[config.mk]
export PLATFORM = sky130hd
export DESIGN_NAME = edid_ddc_reader
export DESIGN_NICKNAME = d
export VERILOG_FILES = /design/src/rtl/edid_rd_pkg.sv /design/src/rtl/edid_byte_timer.sv /design/src/rtl/edid_try_counter.sv /design/src/rtl/edid_ddc_reader.sv
export SDC_FILE = /design/constraint.sdc
export NUM_CORES = 1
export LEC_CHECK = 0
export BUFFER_PORTS_ARGS = -buffer_cell sky130_fd_sc_hd__clkbuf_2
export CAP_MARGIN = 20
export CORE_MARGIN = 2
export CORE_UTILIZATION = 55
export DETAILED_ROUTE_END_ITERATION = 10
export PLACE_DENSITY_LB_ADDON = 0.05
export SLEW_MARGIN = 40
export SYNTH_ARGS = -nofsm -noshare
export SYNTH_HDL_FRONTEND = slang
export SYNTH_SLANG_ARGS = --single-unit
[constraint.sdc]
create_clock -name clk -period 4.68 [get_ports clk]
set_input_delay 0.936 -clock clk [delete_from_list [all_inputs] [get_ports clk]]
set_output_delay 0.936 -clock clk [all_outputs]
set_load 0.03 [all_outputs]
[src/rtl/edid_rd_pkg.sv]
package edid_rd_pkg;
  localparam int BLK_BYTES = 128;
  localparam int IDX_W     = $clog2(BLK_BYTES);
  localparam int BLK_W     = 8;
  localparam int LEN_W     = IDX_W + 2;

  typedef enum logic [1:0] {ST_IDLE, ST_ISSUE, ST_WAIT, ST_FINISH} rd_state_t;

  function automatic logic [BLK_W-1:0] seg_of(input logic [BLK_W-1:0] blk);
    return {1'b0, blk[BLK_W-1:1]};
  endfunction

  function automatic logic [IDX_W:0] off_of(input logic [BLK_W-1:0] blk,
                                            input logic [IDX_W-1:0] idx);
    return {blk[0], idx};
  endfunction

  function automatic logic uses_segment(input logic [BLK_W-1:0] blk);
    return blk != '0;
  endfunction

  function automatic logic [LEN_W-1:0] good_len(input logic second);
    return second ? LEN_W'(2*BLK_BYTES) : LEN_W'(BLK_BYTES);
  endfunction

  function automatic logic [LEN_W-1:0] fail_len(input logic second);
    return second ? LEN_W'(BLK_BYTES) : '0;
  endfunction
endpackage

[src/rtl/edid_byte_timer.sv]
module edid_byte_timer #(
  parameter int TIMEOUT_CYC = 1000000
) (
  input  logic clk,
  input  logic rst_n,
  input  logic run,
  output logic expired
);
  localparam int CW = $clog2(TIMEOUT_CYC + 1);
  logic [CW-1:0] cnt;

  always_ff @(posedge clk or negedge rst_n) begin
    if (!rst_n)        cnt <= '0;
    else if (!run)     cnt <= '0;
    else if (!expired) cnt <= cnt + 1'b1;
  end

  assign expired = run && (cnt == CW'(TIMEOUT_CYC - 1));

  assert_timer_bound_R5: assert property (@(posedge clk) disable iff (!rst_n)
    cnt <= CW'(TIMEOUT_CYC - 1));
endmodule

[src/rtl/edid_try_counter.sv]
module edid_try_counter #(
  parameter int MAX_TRIES = 5
) (
  input  logic clk,
  input  logic rst_n,
  input  logic clear,
  input  logic bump,
  output logic last
);
  localparam int TW = $clog2(MAX_TRIES + 1);
  logic [TW-1:0] cnt;

  always_ff @(posedge clk or negedge rst_n) begin
    if (!rst_n)     cnt <= '0;
    else if (clear) cnt <= '0;
    else if (bump)  cnt <= cnt + 1'b1;
  end

  assign last = (cnt == TW'(MAX_TRIES - 1));

  assert_try_bound_R6: assert property (@(posedge clk) disable iff (!rst_n)
    cnt < TW'(MAX_TRIES));
endmodule

[src/rtl/edid_ddc_reader.sv]
module edid_ddc_reader
  import edid_rd_pkg::*;
#(
  parameter int TIMEOUT_CYC = 1000000,
  parameter int MAX_TRIES   = 5
) (
  input  logic       clk,
  input  logic       rst_n,
  input  logic       start,
  input  logic [7:0] block_num,
  output logic       busy,
  output logic       done,
  output logic       err,
  output logic [8:0] edid_len,
  output logic       cmd_valid,
  output logic       cmd_ext,
  output logic [7:0] cmd_seg,
  output logic [7:0] cmd_addr,
  input  logic       i2c_done,
  input  logic       i2c_err,
  input  logic [7:0] i2c_rdata,
  output logic       i2c_rst,
  output logic       buf_we,
  output logic [7:0] buf_addr,
  output logic [7:0] buf_wdata
);
  rd_state_t        state;
  logic [BLK_W-1:0] base_blk;
  logic             second;
  logic [IDX_W-1:0] idx;
  logic             ext_nz;
  logic [LEN_W-1:0] len_q;
  logic             err_q;

  logic [BLK_W-1:0] cur_blk;
  logic             waiting, byte_ok, expired, tmo, last_byte, try_last;
  logic             go_ext, try_clear, try_bump;

  assign cur_blk   = base_blk + BLK_W'(second);
  assign waiting   = (state == ST_WAIT);
  assign byte_ok   = waiting && i2c_done;
  assign tmo       = expired && !i2c_done;
  assign last_byte = (idx == IDX_W'(BLK_BYTES - 1));
  assign go_ext    = byte_ok && last_byte && !second && ext_nz;
  assign try_clear = ((state == ST_IDLE) && start) || go_ext;
  assign try_bump  = tmo && !try_last;

  edid_byte_timer #(.TIMEOUT_CYC(TIMEOUT_CYC)) u_timer (
    .clk(clk), .rst_n(rst_n), .run(waiting), .expired(expired));

  edid_try_counter #(.MAX_TRIES(MAX_TRIES)) u_tries (
    .clk(clk), .rst_n(rst_n), .clear(try_clear), .bump(try_bump), .last(try_last));

  always_ff @(posedge clk or negedge rst_n) begin
    if (!rst_n) begin
      state    <= ST_IDLE;
      base_blk <= '0;
      second   <= 1'b0;
      idx      <= '0;
      ext_nz   <= 1'b0;
      len_q    <= '0;
      err_q    <= 1'b0;
    end else begin
      case (state)
        ST_IDLE: if (start) begin
          base_blk <= block_num;
          second   <= 1'b0;
          idx      <= '0;
          ext_nz   <= 1'b0;
          len_q    <= '0;
          err_q    <= 1'b0;
          state    <= ST_ISSUE;
        end
        ST_ISSUE: state <= ST_WAIT;
        ST_WAIT: begin
          if (byte_ok) begin
            if (!second && idx == IDX_W'(BLK_BYTES - 2))
              ext_nz <= (i2c_rdata != 8'd0);
            if (go_ext) begin
              second <= 1'b1;
              idx    <= '0;
              state  <= ST_ISSUE;
            end else if (last_byte) begin
              len_q <= good_len(second);
              state <= ST_FINISH;
            end else begin
              idx   <= idx + 1'b1;
              state <= ST_ISSUE;
            end
          end else if (tmo) begin
            if (try_last) begin
              err_q <= 1'b1;
              len_q <= fail_len(second);
              state <= ST_FINISH;
            end else begin
              idx   <= '0;
              state <= ST_ISSUE;
            end
          end
        end
        default: state <= ST_IDLE;
      endcase
    end
  end

  assign busy      = (state != ST_IDLE);
  assign done      = (state == ST_FINISH);
  assign err       = err_q;
  assign edid_len  = len_q;
  assign cmd_valid = (state == ST_ISSUE);
  assign cmd_ext   = uses_segment(cur_blk);
  assign cmd_seg   = seg_of(cur_blk);
  assign cmd_addr  = off_of(cur_blk, idx);
  assign i2c_rst   = tmo;
  assign buf_we    = byte_ok;
  assign buf_addr  = {second, idx};
  assign buf_wdata = i2c_rdata;

  assert_cmd_pulse_R2: assert property (@(posedge clk) disable iff (!rst_n)
    cmd_valid |=> !cmd_valid);

  assert_write_advances_R3: assert property (@(posedge clk) disable iff (!rst_n)
    buf_we |=> (cmd_valid || done));

  assert_err_ignored_R4: assert property (@(posedge clk) disable iff (!rst_n)
    (waiting && i2c_err && !i2c_done && !tmo) |=> (waiting && $stable(idx)));

  assert_rst_restart_R5: assert property (@(posedge clk) disable iff (!rst_n)
    i2c_rst |=> (!i2c_rst && (done || (cmd_valid && cmd_addr[6:0] == 7'd0))));

  assert_len_values_R7: assert property (@(posedge clk) disable iff (!rst_n)
    done |-> ((edid_len == 9'd0 && err) || edid_len == 9'd128 ||
              (edid_len == 9'd256 && !err)));

  assert_done_pulse_R9: assert property (@(posedge clk) disable iff (!rst_n)
    done |=> (!done && !busy));
endmodule

**Word level (Yosys, flattened, before mapping)**

Index checks and enable logic that the tools add are counted.

- Equal/unequal tests: 21
- Multiplexer cells: 38
- Reduce and logical (&&, ||, !) cells: 26
- $add $sub $neg: 4

Operators by type and width:

| kind | count |
|---|---|
| two-way mux 9 bit | 7 |
| two-way mux 7 bit | 6 |
| two-way mux 20 bit | 2 |
| adder 20 x 1 -> 20 bit (second input constant) | 1 |
| == test 20 bit (second input constant) | 1 |
| one-hot mux 9 bit (2 select lines) | 1 |
| != test 2 bit (second input constant) | 8 |
| nonzero test 8 bit | 2 |
| != test 3 bit (second input constant) | 5 |
| == test 7 bit (second input constant) | 2 |
| one-hot mux 7 bit (2 select lines) | 1 |
| two-way mux 2 bit | 6 |
| AND reduction 5 bit | 2 |
| logical AND 1 bit | 9 |
| adder 8 x 1 -> 8 bit | 1 |
| two-way mux 1 bit | 8 |
| two-way mux 8 bit | 1 |
| AND reduction 4 bit | 2 |
| adder 7 x 1 -> 7 bit (second input constant) | 1 |
| two-way mux 3 bit | 2 |
| one-hot mux 1 bit (2 select lines) | 3 |
| one-hot mux 2 bit (3 select lines) | 1 |
| AND reduction 6 bit | 1 |
| nonzero test 2 bit | 3 |
| other kinds (9) | 13 |

- Flip-flop bits (word level): 52
- Bits of input ports: 21
- Word-level logic and storage cells: 98

**Logic depth before layout (Yosys ltp)**

Gate-level depths: netlist of the first run.

- Depth after elaboration: 8
- Mapped depth: 8
- Mapped depth without buffers: 7

**Cells and area by module**

A second synthesis of the first run with hierarchy kept.

- Cell total of the unflattened synthesis: 281
- Area total of the unflattened synthesis: 2698.8 um2

By module, submodules not included:

| module | seq. area each (um2) | instances | cells an instance | area an instance (um2) |
|---|---|---|---|---|
| edid_ddc_reader | 550.5 | 1 | 154 | 1480.2 |
| edid_byte_timer | 500.5 | 1 | 112 | 1056.0 |
| edid_try_counter | 75.1 | 1 | 15 | 162.7 |

**Least setup slack after synthesis of the first run**

No wires, ideal clock.

- Kind: register to output
- From: register second
- To: output cmd_ext
- Required time: 3.744 ns
- Cell stages (with the launch flop): 7
- Slack: 1.426 ns
- Arrival time: 2.318 ns
- Path buffers: 0
- Cells stage by stage: dfrtp_1 -> ha_1 -> ha_1 -> nand3_1 -> xnor2_1 -> or4_1 -> or4_1

- Word-level cells in the longest chain between the ends: 2

Ends and longest elaborated chain:

| item | line | text |
|---|---|---|
| start, declared | edid_ddc_reader.sv:29 | `logic second;` |
| start signal, assigned | edid_ddc_reader.sv:58 | `second <= 1'b0;` |
| start signal, assigned | edid_ddc_reader.sv:67 | `second <= 1'b0;` |
| start signal, assigned | edid_ddc_reader.sv:80 | `second <= 1'b1;` |
| adder 8 x 1 -> 8 bit | edid_ddc_reader.sv:39 | `assign cur_blk = base_blk + BLK_W'(second);` |
| via cmd_seg[3] | edid_ddc_reader.sv:17 | `output logic [7:0] cmd_seg,` |
| nonzero test 8 bit | edid_rd_pkg.sv:19 | `return blk != '0;` |
| end, declared | edid_ddc_reader.sv:16 | `output logic cmd_ext,` |

The timed path passes the listed nets, and every way through them passes these cells.

**Worst setup path after layout of the first run**

- From: register second
- To: output cmd_ext

- Word-level cells in the longest chain between the ends: 2

Ends and longest elaborated chain:

| item | line |
|---|---|
| adder 8 x 1 -> 8 bit | edid_ddc_reader.sv:39 |
| nonzero test 8 bit | edid_rd_pkg.sv:19 |

No other way between the ends.

==> impl_metrics.yaml, run 1 <==
status:
  outcome: "finished clean"
synth:
  async_flop_share: 1.00
  synth-simple-area-share: 0.227
  synth_top_family_by_area: "simple AND/OR/NAND/NOR gates"
  avgSynthCellArea_um2: 10.0
  yosysWarningCount: 0
  yosysSeqAreaShare: 0.414
  muxShareOfSynthArea: 0.0515
  synth-xor-area-share: 0.0741
  synth_edf_count: 0
  synth.cell_area_um2: 2720
  synth_fa_ha_area_frac: 0.0368
  synth_cell_type_count: 56
  syn_inst: 271
  synth_compound_area_frac: 0.105
  synth_seq_cells: 45
  synthFlopType: "dfrtp_1"
critical_path:
  arrival_ps: 2620
  path_max_fanout: 6
  r2r_slack_ps: 2470
  critPathLaunchType: "register"
  crit_required_ps: 3740
  crit_type: "reg -> out"
  end_kind: "output port"
cts:
  post_cts_buffers: 0
  clkSinkCount: 45
  insertion_delay_ps: 300
  cts_root_buffer: "clkbuf_8"
  clk_pin_slew_worst_paths_ps: 80
  cts_buffers: 5
  cts_resized: 0
  hold_buffers: 0
  cts.path.max_buffers: 2
  cts_tree: "built"
  cts_max_level: 2
placement:
  gp_congestion: 0.779
  place_ws_ps: 1440
  dp_hpwl_um: 3870
  portBuffers: 59
cells_and_area:
  diodes: 0
  final_nets: 344
  syn2layout_area_growth_pct: 11.0
  drive_gt1_frac: 0.307
timing:
  relSlewSlack: 0.474
  worst_slew_pin_slew_ps: 788
  clock_skew_ps: 8.70
  hold_viol_final: 0
  setup_violations: 0
  period_share: 0.760
  worst_slack_ps: 1120
  min_period_ps: 3560
  fmaxAchievable_ghz: 0.281
  rsz0062_at_grt: "false"
  tns_ps: 0
  slew_violations: 0
pwr:
  leakage_nw: 1.45
  ir_drop_uv: 204
  power.density_nw_per_um2: 415
floorplan:
  die_h_um: 74.3
  rows: 25
  io_pins: 69
  core_area_um2: 4750
  die_x_um: 74.3
  die-area_um2: 5520
  start_util: 0.572
routing:
  wl_per_cell_um: 13.4
  routed_via_density: 5.39
  drc: 0
  vias: 2063
  ant_nets: 0
  dr.pass1.iters: 4
  drtIter0Drc: 97
  routed_wl_um: 5130
global_route:
  grt_usage: 0.200
  grt_overflow: 0
  grt_pass1_wl_um: 8600
  grt_antenna_before_repair: 0
  grt_pass1_vias: 1882
  grt_max_degree: 46
job:
  maxCapViolations: 0
worst_hold_path:
  hold_class: "reg -> reg"
[through the flow]
stage	hold WS, ps	cell area, µm²	power [mW]	util	cells
2_1_floorplan	466	2750	0.902	-	278
3_3_place_gp	473	2920	1.00	0.614	375
3_5_place_dp	477	2920	1.01	0.614	375
4_1_cts	496	3020	1.27	0.635	383
5_1_grt	515	3020	1.33	0.635	383
6_report	492	3020	1.25	0.635	383
[cells in the final DEF (no fill, tap or decap), types with 3 or more instances in the layout]
master	netlist	layout
xor2_1	16	16
inv_1	8	8
nand4_1	11	11
mux2_2	8	8
ha_1	8	8
nor3_1	6	6
a31oi_1	8	8
nor2_1	25	25
o21ai_0	7	7
xnor2_1	7	7
clkbuf_2	0	59
conb_1	1	8
and3_1	6	6
clkbuf_8	0	6
nor4_1	4	4
dfrtp_1	45	45
or2_2	3	3
and4_1	5	5
nand2_1	11	11
nand3_1	12	12
a21oi_1	10	10
[cells in the mapped netlist, types with 2 or more instances]
cell type | n | share of area
a21oi_1 | 10 | 0.018
nand4_1 | 11 | 0.025
mux2i_1 | 2 | 0.0074
o21a_1 | 2 | 0.0055
xnor2_1 | 7 | 0.023
mux2_2 | 8 | 0.033
buf_4 | 24 | 0.066
xor2_1 | 16 | 0.052
a211oi_1 | 2 | 0.0055
a31oi_1 | 8 | 0.018
mux2_4 | 2 | 0.011
dfrtp_1 | 45 | 0.41
or4_1 | 2 | 0.0055
nor3_1 | 6 | 0.011
nand3_1 | 12 | 0.022
nor2_1 | 25 | 0.035
nand2_1 | 11 | 0.015
or2_2 | 3 | 0.0069
inv_1 | 8 | 0.011
buf_2 | 2 | 0.0037
and4_1 | 5 | 0.016
o21ai_0 | 7 | 0.013
and3_1 | 6 | 0.014
nor3b_1 | 2 | 0.0055
and4bb_2 | 2 | 0.0092
a21bo_2 | 2 | 0.0074
clkbuf_1 | 2 | 0.0028
nor4_1 | 4 | 0.0092
ha_1 | 8 | 0.037
[critical path: stages, from the launching register on]
cell	delay [ps]
dfrtp_1	460
ha_1	280
ha_1	280
nand3_1	120
xnor2_1	150
or4_1	450
or4_1	390
clkbuf_2	190
[metal layers]
layer	share of wire	vias to the layer above	track usage	routed length (µm)
met1	0.48	963	0.266	2450
met3	0.050	6	0.0393	257
met2	0.46	57	0.329	2360
li1	-	1037	-	-
met5	0	-	0	0
met4	0.012	0	0.0675	64
[state kept, by name, indices dropped and copies added, names as in the netlist]
signal and cells:
idx 7, edid_len 2, err 1, second 1, u_tries.cnt 3, state 2, ext_nz 1, base_blk 8
u_timer.cnt 20
[logic make-up after synthesis]
| group | count (synthesis) |
|---|---|
| simple gates | 104 |
| other cells | 1 |
| buf+inv | 38 |
| mux | 12 |
| fa+ha+maj | 8 |
| xor+xnor | 23 |
| compound gates | 40 |
| flops | 45 |
[where the power goes]
group	internal, mW	total (mW)	switching (mW)	leakage [nW]
Clock	0.120	0.251	0.131	0.0512
Sequential	0.444	0.514	0.0694	0.607
Combinational	0.169	0.487	0.318	0.790
[layout make-up]
cell class	count	area, µm²
clock inverters	2	13.8
well taps	67	83.8
repair buffers	60	303
inverters	8	30.0
clock buffers	6	82.6
flip-flops and latches	45	1130
fillers	424	1740
multi-input cells	195	1380
[worst paths after layout]
path / to / cells past startpoint / startpoint
max: cmd_ext / 7 / second
min: edid_len[7] / 1 / edid_len[7]
max reg2reg: idx[0] / 5 / u_timer.cnt[6]
min reg2reg: edid_len[7] / 1 / edid_len[7]
max in group asynchronous: edid_len[7] / 2 / rst_n
min in group asynchronous: u_timer.cnt[16] / 2 / rst_n
Power figures use the tool's default switching activity.
==> run 2: changes to the inputs <==
--- a/config.mk
+++ b/config.mk
@@ -8,7 +8,7 @@
 export BUFFER_PORTS_ARGS = -buffer_cell sky130_fd_sc_hd__clkbuf_2
 export CAP_MARGIN = 20
 export CORE_MARGIN = 2
-export CORE_UTILIZATION = 55
+export CORE_UTILIZATION = 53
 export DETAILED_ROUTE_END_ITERATION = 10
 export PLACE_DENSITY_LB_ADDON = 0.05
 export SLEW_MARGIN = 40
==> constraint.sdc (replaced) <==
create_clock -name clk -period 3.3 [get_ports clk]
set_input_delay 0.66 -clock clk [delete_from_list [all_inputs] [get_ports clk]]
set_output_delay 0.66 -clock clk [all_outputs]
set_load 0.03 [all_outputs]
==> run 2 against run 1 <==
  * Sequential power rose by 42%
  * Via count rose by 2.1%
  * Worst setup slack got worse by 940 ps
  * Critical path type unchanged
  * Highest routed layer unchanged
==> impl_metrics.yaml, run 2 (synthesized netlist as in run 1, its figures left out) <==
floorplan:
  io_pins: 69
  core_area_um2: 5040
  die_h_um: 75.6
  start_util: 0.539
  rows: 26
  die-area_um2: 5720
  die_x_um: 75.6
routing:
  ant_nets: 0
  drtIter0Drc: 88
  dr.pass1.iters: 4
  routed_wl_um: 5280
  routed_via_density: 5.44
  drc: 0
  vias: 2107
  wl_per_cell_um: 13.6
placement:
  portBuffers: 59
  gp_congestion: 0.805
  dp_hpwl_um: 3930
  place_area_um2: 2940
timing:
  fmaxAchievable_ghz: 0.320
  whs_ps: 321
  hold_viol_final: 0
  period_share: 0.946
  slew_violations: 0
  rsz0062_at_grt: "false"
  worst_slew_pin_slew_ps: 780
  min_period_ps: 3120
  clock_skew_ps: 3.28
  tns_ps: 0
  relSlewSlack: 0.479
  setup_violations: 0
cells_and_area:
  largest_reg_flops: 20
  top_register: "u_timer.cnt"
  drive_gt1_frac: 0.306
  reg_top3: "u_timer.cnt (20), base_blk (8), idx (7)"
  layout_common_cells: "clkbuf_2 (59), dfrtp_1 (45), nor2_1 (25)"
  final_nets: 346
  fill_cells: 441
  final_common_cell: "clkbuf_2"
  diodes: 0
  syn2layout_area_growth_pct: 11.9
  design_area_um2: 3040
worst_hold_path:
  hold_class: "in -> async"
cts:
  insertion_delay_ps: 300
  cts_tree: "built"
  cts_resized: 0
  cts_max_level: 2
  cts_buffers: 5
  post_cts_buffers: 0
  cts_root_buffer: "clkbuf_8"
  cts.path.max_buffers: 2
  clkSinkCount: 45
  clk_pin_slew_worst_paths_ps: 80
  hold_buffers: 0
pwr:
  power.density_nw_per_um2: 605
  leakage_nw: 1.46
  ir_drop_uv: 307
critical_path:
  path_max_fanout: 5
  crit_type: "reg -> out"
  critPathLaunchType: "register"
  crit_required_ps: 2640
  arrival_ps: 2460
  end_kind: "output port"
job:
  maxCapViolations: 0
global_route:
  grt_pass1_vias: 1810
  grt_pass1_wl_um: 8540
  grt_max_degree: 26
  grt_usage: 0.200
  grt_antenna_before_repair: 0
  grt_overflow: 0
status:
  outcome: "finished clean"
## run 2: changes by cell type in the layout (fill, tap and decap cells not counted), sizes merged
| cell | before | now |
|---|---|---|
| clkinv | 2 | 1 |
| buf | 1 | 3 |
| bufinv | 0 | 1 |
| clkbuf | 65 | 64 |
## run 2: where the power goes
group / switching [mW] / internal, mW
Clock: 0.190 / 0.220
Sequential: 0.102 / 0.630
Combinational: 0.454 / 0.243
Total: 0.746 / 1.09
## run 2: worst paths after layout
kind / from / cells past startpoint / slack [ps] / endpoint
setup / recovery: second / 7 / 180 / cmd_ext
hold / removal: rst_n / 1 / 320 / u_timer.cnt[15]
setup reg to reg: u_timer.cnt[6] / 5 / 1070 / idx[1]
hold reg to reg: edid_len[7] / 1 / 500 / edid_len[7]
max in group asynchronous: rst_n / 2 / 2270 / base_blk[6]
min in group clk: edid_len[7] / 1 / 500 / edid_len[7]
## run 2: critical path, stage by stage (launching register included)
cell and delay (ps):
dfrtp_1 360, ha_1 230, ha_1 270, nand3_1 110, xnor2_1 150, or4_1 450, or4_1 390, clkbuf_2 190
## run 2: cell type report
cell class / count / area (µm²) / share of cell area
multi-input combinational: 195 / 1380 / 0.452
clock inverter: 2 / 35.0 / 0.0115
timing repair buffer: 62 / 318 / 0.104
tap: 70 / 87.6 / 0.0288
clock buffer: 5 / 68.8 / 0.0226
inverter: 8 / 30.0 / 0.00987
sequential: 45 / 1130 / 0.370
## run 2: per-layer routing
| metal | vias up | GRT usage | share of wire |
|---|---|---|---|
| li1 | 1035 | - | - |
| met1 | 1001 | 0.277 | 0.47 |
| met2 | 67 | 0.305 | 0.46 |
| met3 | 4 | 0.0569 | 0.056 |
| met4 | 0 | 0.0643 | 0.012 |
| met5 | - | 0 | 0 |
## run 2: per-stage QoR
step | std cells | power (mW) | util | setup WS (ps)
finish | 387 | 1.84 | 0.603 | 177
floorplan | 278 | 1.28 | - | 322
global placement | 380 | 1.43 | 0.583 | 548
global route | 387 | 1.96 | 0.603 | 49.9
detailed placement | 380 | 1.45 | 0.583 | 502
CTS | 387 | 1.86 | 0.603 | 169
